--- src/rtl/pb_dma_pkg.sv ---
package pb_dma_pkg;
  localparam int BASE_W    = 16;
  localparam int MAX_SHIFT = 2;
  localparam int CNT_W     = BASE_W + MAX_SHIFT;

  typedef enum logic [2:0] {
    ENC_U8     = 3'd0,
    ENC_MULAW  = 3'd1,
    ENC_S16LE  = 3'd2,
    ENC_ALAW   = 3'd3,
    ENC_RSVD4  = 3'd4,
    ENC_ADPCM  = 3'd5,
    ENC_S16BE  = 3'd6,
    ENC_RSVD7  = 3'd7
  } enc_e;

  typedef struct packed {
    logic clearCnt;
    logic countByte;
  } ctl_strobe_t;
endpackage

--- src/rtl/pb_fmt_decode.sv ---
module pb_fmt_decode
  import pb_dma_pkg::*;
(
  input  logic [7:0] fmtByte,
  input  logic       extMode,
  output logic [3:0] rateIdx,
  output logic [1:0] chanCount,
  output logic [2:0] fmtCode,
  output logic [1:0] shiftAmt,
  output logic       fmtErr
);
  logic rateBad;
  logic encBad;
  logic stereo;
  enc_e enc;

  always_comb begin
    rateIdx   = {fmtByte[0], fmtByte[3:1]};
    rateBad   = !fmtByte[0] && (fmtByte[3:1] == 3'd4 || fmtByte[3:1] == 3'd5);
    stereo    = fmtByte[4];
    chanCount = stereo ? 2'd2 : 2'd1;
    enc       = extMode ? enc_e'(fmtByte[7:5]) : enc_e'({1'b0, fmtByte[6:5]});
    fmtCode   = enc;
    encBad    = 1'b0;
    shiftAmt  = 2'd0;
    unique case (enc)
      ENC_U8, ENC_MULAW, ENC_ALAW: shiftAmt = stereo ? 2'd1 : 2'd0;
      ENC_S16LE, ENC_S16BE:        shiftAmt = stereo ? 2'd2 : 2'd1;
      default:                     encBad   = 1'b1;
    endcase
    fmtErr = rateBad || encBad;
  end
endmodule

--- src/rtl/pb_dma_control.sv ---
module pb_dma_control
  import pb_dma_pkg::*;
(
  input  logic        clk,
  input  logic        rstN,
  input  logic        playEn,
  input  logic        fmtErr,
  input  logic        dmaAck,
  output logic        dmaReq,
  output ctl_strobe_t strobe
);
  logic running;
  logic runNext;

  assign runNext = playEn && !fmtErr;

  always_ff @(posedge clk) begin
    if (!rstN) running <= 1'b0;
    else       running <= runNext;
  end

  always_comb begin
    strobe.clearCnt  = runNext && !running;
    strobe.countByte = running && dmaAck;
  end

  assign dmaReq = running;


  req_drop_off_chk: assert property (@(posedge clk) disable iff (!rstN)
    !playEn |=> !dmaReq);

  req_drop_err_chk: assert property (@(posedge clk) disable iff (!rstN)
    fmtErr |=> !dmaReq);

  clear_on_rise_chk: assert property (@(posedge clk) disable iff (!rstN)
    $rose(dmaReq) |-> $past(strobe.clearCnt));
endmodule

--- src/rtl/pb_count_datapath.sv ---
module pb_count_datapath
  import pb_dma_pkg::*;
(
  input  logic              clk,
  input  logic              rstN,
  input  ctl_strobe_t       strobe,
  input  logic              irqEn,
  input  logic [BASE_W-1:0] baseCount,
  input  logic [1:0]        shiftAmt,
  output logic              irqPulse
);
  logic [CNT_W-1:0] cnt;
  logic [CNT_W-1:0] terminal;
  logic [CNT_W:0]   cntPlusOne;
  logic             hit;

  always_comb begin
    terminal   = CNT_W'(baseCount) << shiftAmt;
    cntPlusOne = {1'b0, cnt} + 1'b1;
    hit        = strobe.countByte && irqEn && (cntPlusOne >= {1'b0, terminal});
  end

  always_ff @(posedge clk) begin
    if (!rstN) begin
      cnt      <= '0;
      irqPulse <= 1'b0;
    end else begin
      irqPulse <= hit && !strobe.clearCnt;
      if (strobe.clearCnt || hit) cnt <= '0;
      else if (strobe.countByte)  cnt <= cntPlusOne[CNT_W-1:0];
    end
  end


  irq_zero_chk: assert property (@(posedge clk) disable iff (!rstN)
    irqPulse |-> cnt == '0);

  irq_cause_chk: assert property (@(posedge clk) disable iff (!rstN)
    irqPulse |-> $past(strobe.countByte));

  irq_armed_chk: assert property (@(posedge clk) disable iff (!rstN)
    irqPulse |-> $past(irqEn));

  cnt_hold_chk: assert property (@(posedge clk) disable iff (!rstN)
    (!strobe.countByte && !strobe.clearCnt) |=> $stable(cnt));
endmodule

--- src/rtl/pb_dma_counter.sv ---
module pb_dma_counter
  import pb_dma_pkg::*;
(
  input  logic        clk,
  input  logic        rstN,
  input  logic [7:0]  fmtByte,
  input  logic        extMode,
  input  logic        playEn,
  input  logic        irqEn,
  input  logic [15:0] baseCount,
  input  logic        dmaAck,
  output logic        dmaReq,
  output logic [3:0]  rateIdx,
  output logic [1:0]  chanCount,
  output logic [2:0]  fmtCode,
  output logic        fmtErr,
  output logic        irqPulse
);
  logic [1:0]  shiftAmt;
  ctl_strobe_t strobe;

  pb_fmt_decode uDec (
    .fmtByte(fmtByte), .extMode(extMode), .rateIdx(rateIdx),
    .chanCount(chanCount), .fmtCode(fmtCode), .shiftAmt(shiftAmt), .fmtErr(fmtErr)
  );

  pb_dma_control uCtl (
    .clk(clk), .rstN(rstN), .playEn(playEn), .fmtErr(fmtErr),
    .dmaAck(dmaAck), .dmaReq(dmaReq), .strobe(strobe)
  );

  pb_count_datapath uDp (
    .clk(clk), .rstN(rstN), .strobe(strobe), .irqEn(irqEn),
    .baseCount(baseCount), .shiftAmt(shiftAmt), .irqPulse(irqPulse)
  );


  reset_quiet_chk: assert property (@(posedge clk)
    !rstN |=> (!dmaReq && !irqPulse));
endmodule

--- config.mk ---
export PLATFORM = sky130hd
export DESIGN_NAME = pb_dma_counter
export DESIGN_NICKNAME = d
export VERILOG_FILES = /design/src/rtl/pb_dma_pkg.sv /design/src/rtl/pb_fmt_decode.sv /design/src/rtl/pb_dma_control.sv /design/src/rtl/pb_count_datapath.sv /design/src/rtl/pb_dma_counter.sv
export SDC_FILE = /design/constraint.sdc
export NUM_CORES = 1
export LEC_CHECK = 0
export BUFFER_PORTS_ARGS = -buffer_cell sky130_fd_sc_hd__buf_2
export CORE_UTILIZATION = 51
export CTS_CLUSTER_SIZE = 10
export DETAILED_ROUTE_END_ITERATION = 7
export PLACE_DENSITY = 0.78
export SLEW_MARGIN = 20
export SYNTH_ARGS = -nofsm -noshare
export SYNTH_HDL_FRONTEND = slang
export SYNTH_SLANG_ARGS = --single-unit
--- constraint.sdc ---
create_clock -name clk -period 3 [get_ports clk]
set_input_delay 0 -clock clk [delete_from_list [all_inputs] [get_ports clk]]
set_output_delay 0 -clock clk [all_outputs]
set_load 0.01 [all_outputs]
==> impl_metrics.toml <==
[worst_setup_path]
cp_max_fo = 7
r2r_end = "uDp.cnt[0]"
path_delay_family = "simple AND/OR/NAND/NOR gates"
slowest_delay_ns = 0.41
worst-path-buf-inv = 0
reg2reg_depth = 12
worst-setup-path-type = "flop to flop"
regToRegStartpoint = "uDp.cnt[1]"
r2r_slack_ns = -0.01
worst_ep_required_time_ns = 3.19
slowest_stage = "or4_1"
end_kind = "flop"
crit_arrival_ns = 3.20
start_kind = "flop"
worstPathCellList = "ha_4 > and4_1 > and4_1 > and3_4 > xor2_2 > ha_1 > and3_4 > a221o_1 > a31oi_4 > a21boi_4 > or4_1 > a21oi_1"

[cts]
cts_buffer_depth = 2
worstSkewPairLatency_ns = 0.26
clockRootBuffer = "clkbuf_8"
cts_buffers = 3
cts.clk_slew.worst_paths_ns = 0.08
tritoncts = "yes"
clock-sinks = 20
htreeDepth = 1

[route]
drc = 0
firstDrtPassIters = 4
wl_per_cell_um = 14.39
ant_nets = 0
routed_wl_mm = 5.828
via_per_inst = 5.753
drt-initial-drc-count = 102
vias = 2330

[layout]
antenna_cells = 0
syn_to_final_growth_pct = 30.11
final_layout_size_suffix_gt1_share_pct = 33.24
final_cell_count_no_fill = 405
multi_input_area_sq_um = 1674
fillers = 338
nets = 405
seqCellArea_sq_um = 407.9

[placed_design]
globalplace.congestion = 0.8715
numPortBuffers = 39
hpwl_mm = 4.126
dp_cells = 392
pre_cts_slack_ns = -0.1212

[synth]
synth_edf_count = 0
yosys_warnings = 0
synth_area_sq_um = 2145
yosysMostFrequentCell = "nand2_1"
yosysTopAreaCellShare_pct = 18.67
seq_area_frac_synth_pct = 18.67
syn_nets = 340
avgSynthCellArea_sq_um = 7.370
synth_commonest_cells = "nand2_1, nand3_1, dfxtp_1, ha_1, o21ai_0"
yosysTopAreaCell = "dfxtp_1"
ys_types = 49
ys_ff_latch = 20
synth_ff_type = "dfxtp_1"
async_reset_ff_share_pct = 0
netlist_top_cells_area = "dfxtp_1, ha_1, nand2_1"
synth_cells = 291

[floorplanning]
initial_utilization_pct = 53.23
coreArea_sq_um = 4029
num_rows = 23
die_y_um = 66.85
die_x_um = 66.85
die-area_sq_um = 4468
ios = 42

[run_status]
outcome = "complete, but fails checks"
violations = "setup timing"

[sta]
rsz0062_at_grt = "yes"
finalHoldViolCount = 0
timing.final.crit_share_pct = 100.4
fmax_mhz = 332.1
finClkSkew_ns = 0.002755
final.setup.worst_slack_ns = -0.01094
drv_slew = 0
worstMarginPinSlew_ns = 0.8561
period_needed_ns = 3.011
finalSetupViolCount = 1
slew_headroom_pct = 42.92

[worst_hold_path]
hp-class = "input pin to primary output"
holdCritStartpoint = "fmtByte[1]"
worstHoldEndpoint = "rateIdx[0]"
hold_depth = 0

[grt]
grt_pass1_wl_mm = 8.735
grt_max_degree = 29
antenna_found_initial = 0
grt_overflow = 0
grt_pass1_vias = 1981
grt_usage_pct = 25.22

[pwr]
max-vdd-ir-drop_mv = 0.2949
p_per_area_nw_per_um2 = 255.2
p_leak_nw = 1.297

[flow_run]
max_cap_viol_count = 0
-- metrics by stage --
step	cell area (sq um)	TNS [ns]	hold WS, ns	util (%)	total power [mW]
after floorplan	2176	0	0.04351	-	0.3762
after global placement	2551	-0.03123	0.0001189	63.32	0.4244
after detailed placement	2551	-0.7624	0.0001189	63.32	0.4304
after CTS	2714	-0.04666	0.0001189	67.36	0.7024
after global routing	2790	-0.4022	0.00001862	69.25	0.7415
final	2790	-0.01094	0.000004457	69.25	0.7121
-- how the worst max path moves through the flow --
stage | start | to | slack, ns | depth (start not counted)
after floorplan | uDp.cnt[0] | uDp.cnt[7] | 0.02 | 13
after global placement | uDp.cnt[1] | uDp.cnt[0] | -0.03 | 12
after detailed placement | uDp.cnt[6] | uDp.cnt[0] | -0.12 | 13
after CTS | uDp.cnt[3] | uDp.cnt[0] | -0.05 | 13
after global routing | uDp.cnt[3] | uDp.cnt[0] | -0.11 | 13
final | uDp.cnt[1] | uDp.cnt[0] | -0.01 | 12
-- kinds of logic (layout without fill, tap and decap cells) --
family                   Yosys count  after routing  share of synthesized area [%]
adder cells (fa/ha/maj)           19             19                          11.09
buffers and inverters             31             94                          8.868
XOR/XNOR                          18             18                          7.351
AND/OR/NAND/NOR                  135            135                          31.56
flip-flops                        20             20                          18.67
AO/OA/AOI/OAI                     68             69                          22.46
-- placed cells by master (no fill, tap or decap), types with 3 or more instances in the layout --
master    count
a211o_1       4
a211oi_2      3
a21o_1        4
a21oi_1      13
a31oi_1       3
and2_1        4
and3_1        5
and4_1        4
buf_2        39
buf_4        40
clkbuf_8      3
dfxtp_1      16
dfxtp_2       3
ha_1         18
inv_1         7
nand2_1      61
nand3_1      20
nand4_1       8
nor2_1        8
o21ai_0      18
o22a_1        4
o31ai_2       3
or3_1         6
or4_1         3
xnor2_1      11
xor2_1        4
-- area by class of cell --
class,count,share of cell area (%)
clock buffer,3,1.480
inverter,7,0.9417
multi-input combinational,241,60.00
clock inverter,1,1.076
timing repair buffer,83,19.64
sequential,20,14.62
tap,50,2.242
-- routing by layer --
layer	part of all wire, %	vias up	routed length [um]	track usage [%]
met1	44	1101	2538	32.00
met2	50	52	2903	44.70
li1	-	1169	-	-
met3	4.6	8	268	3.596
met4	2.0	0	116	5.053
met5	0	-	0	0
-- power by group --
| group | switching, mW | leakage (nW) | internal, mW |
|---|---|---|---|
| Combinational | 0.0935 | 1.10 | 0.0757 |
| Sequential | 0.00163 | 0.164 | 0.266 |
| Clock | 0.0974 | 0.0357 | 0.178 |
| Total | 0.193 | 1.30 | 0.519 |
-- state kept, by name, summed over array words and instances (netlist names) --
| name | cells |
|---|---|
| uCtl.dmaReq | 1 |
| uDp.cnt | 18 |
| uDp.irqPulse | 1 |
-- what timing repair did --
item,in CTS,in global routing
cloned,1,0
buffers inserted,3,4
resized for setup,8,11
endpoints found under the setup margin,15,18
pin swaps,11,22
hold endpoints to repair,1,0
hold buffers,1,0
Power figures use the tool's default switching activity.
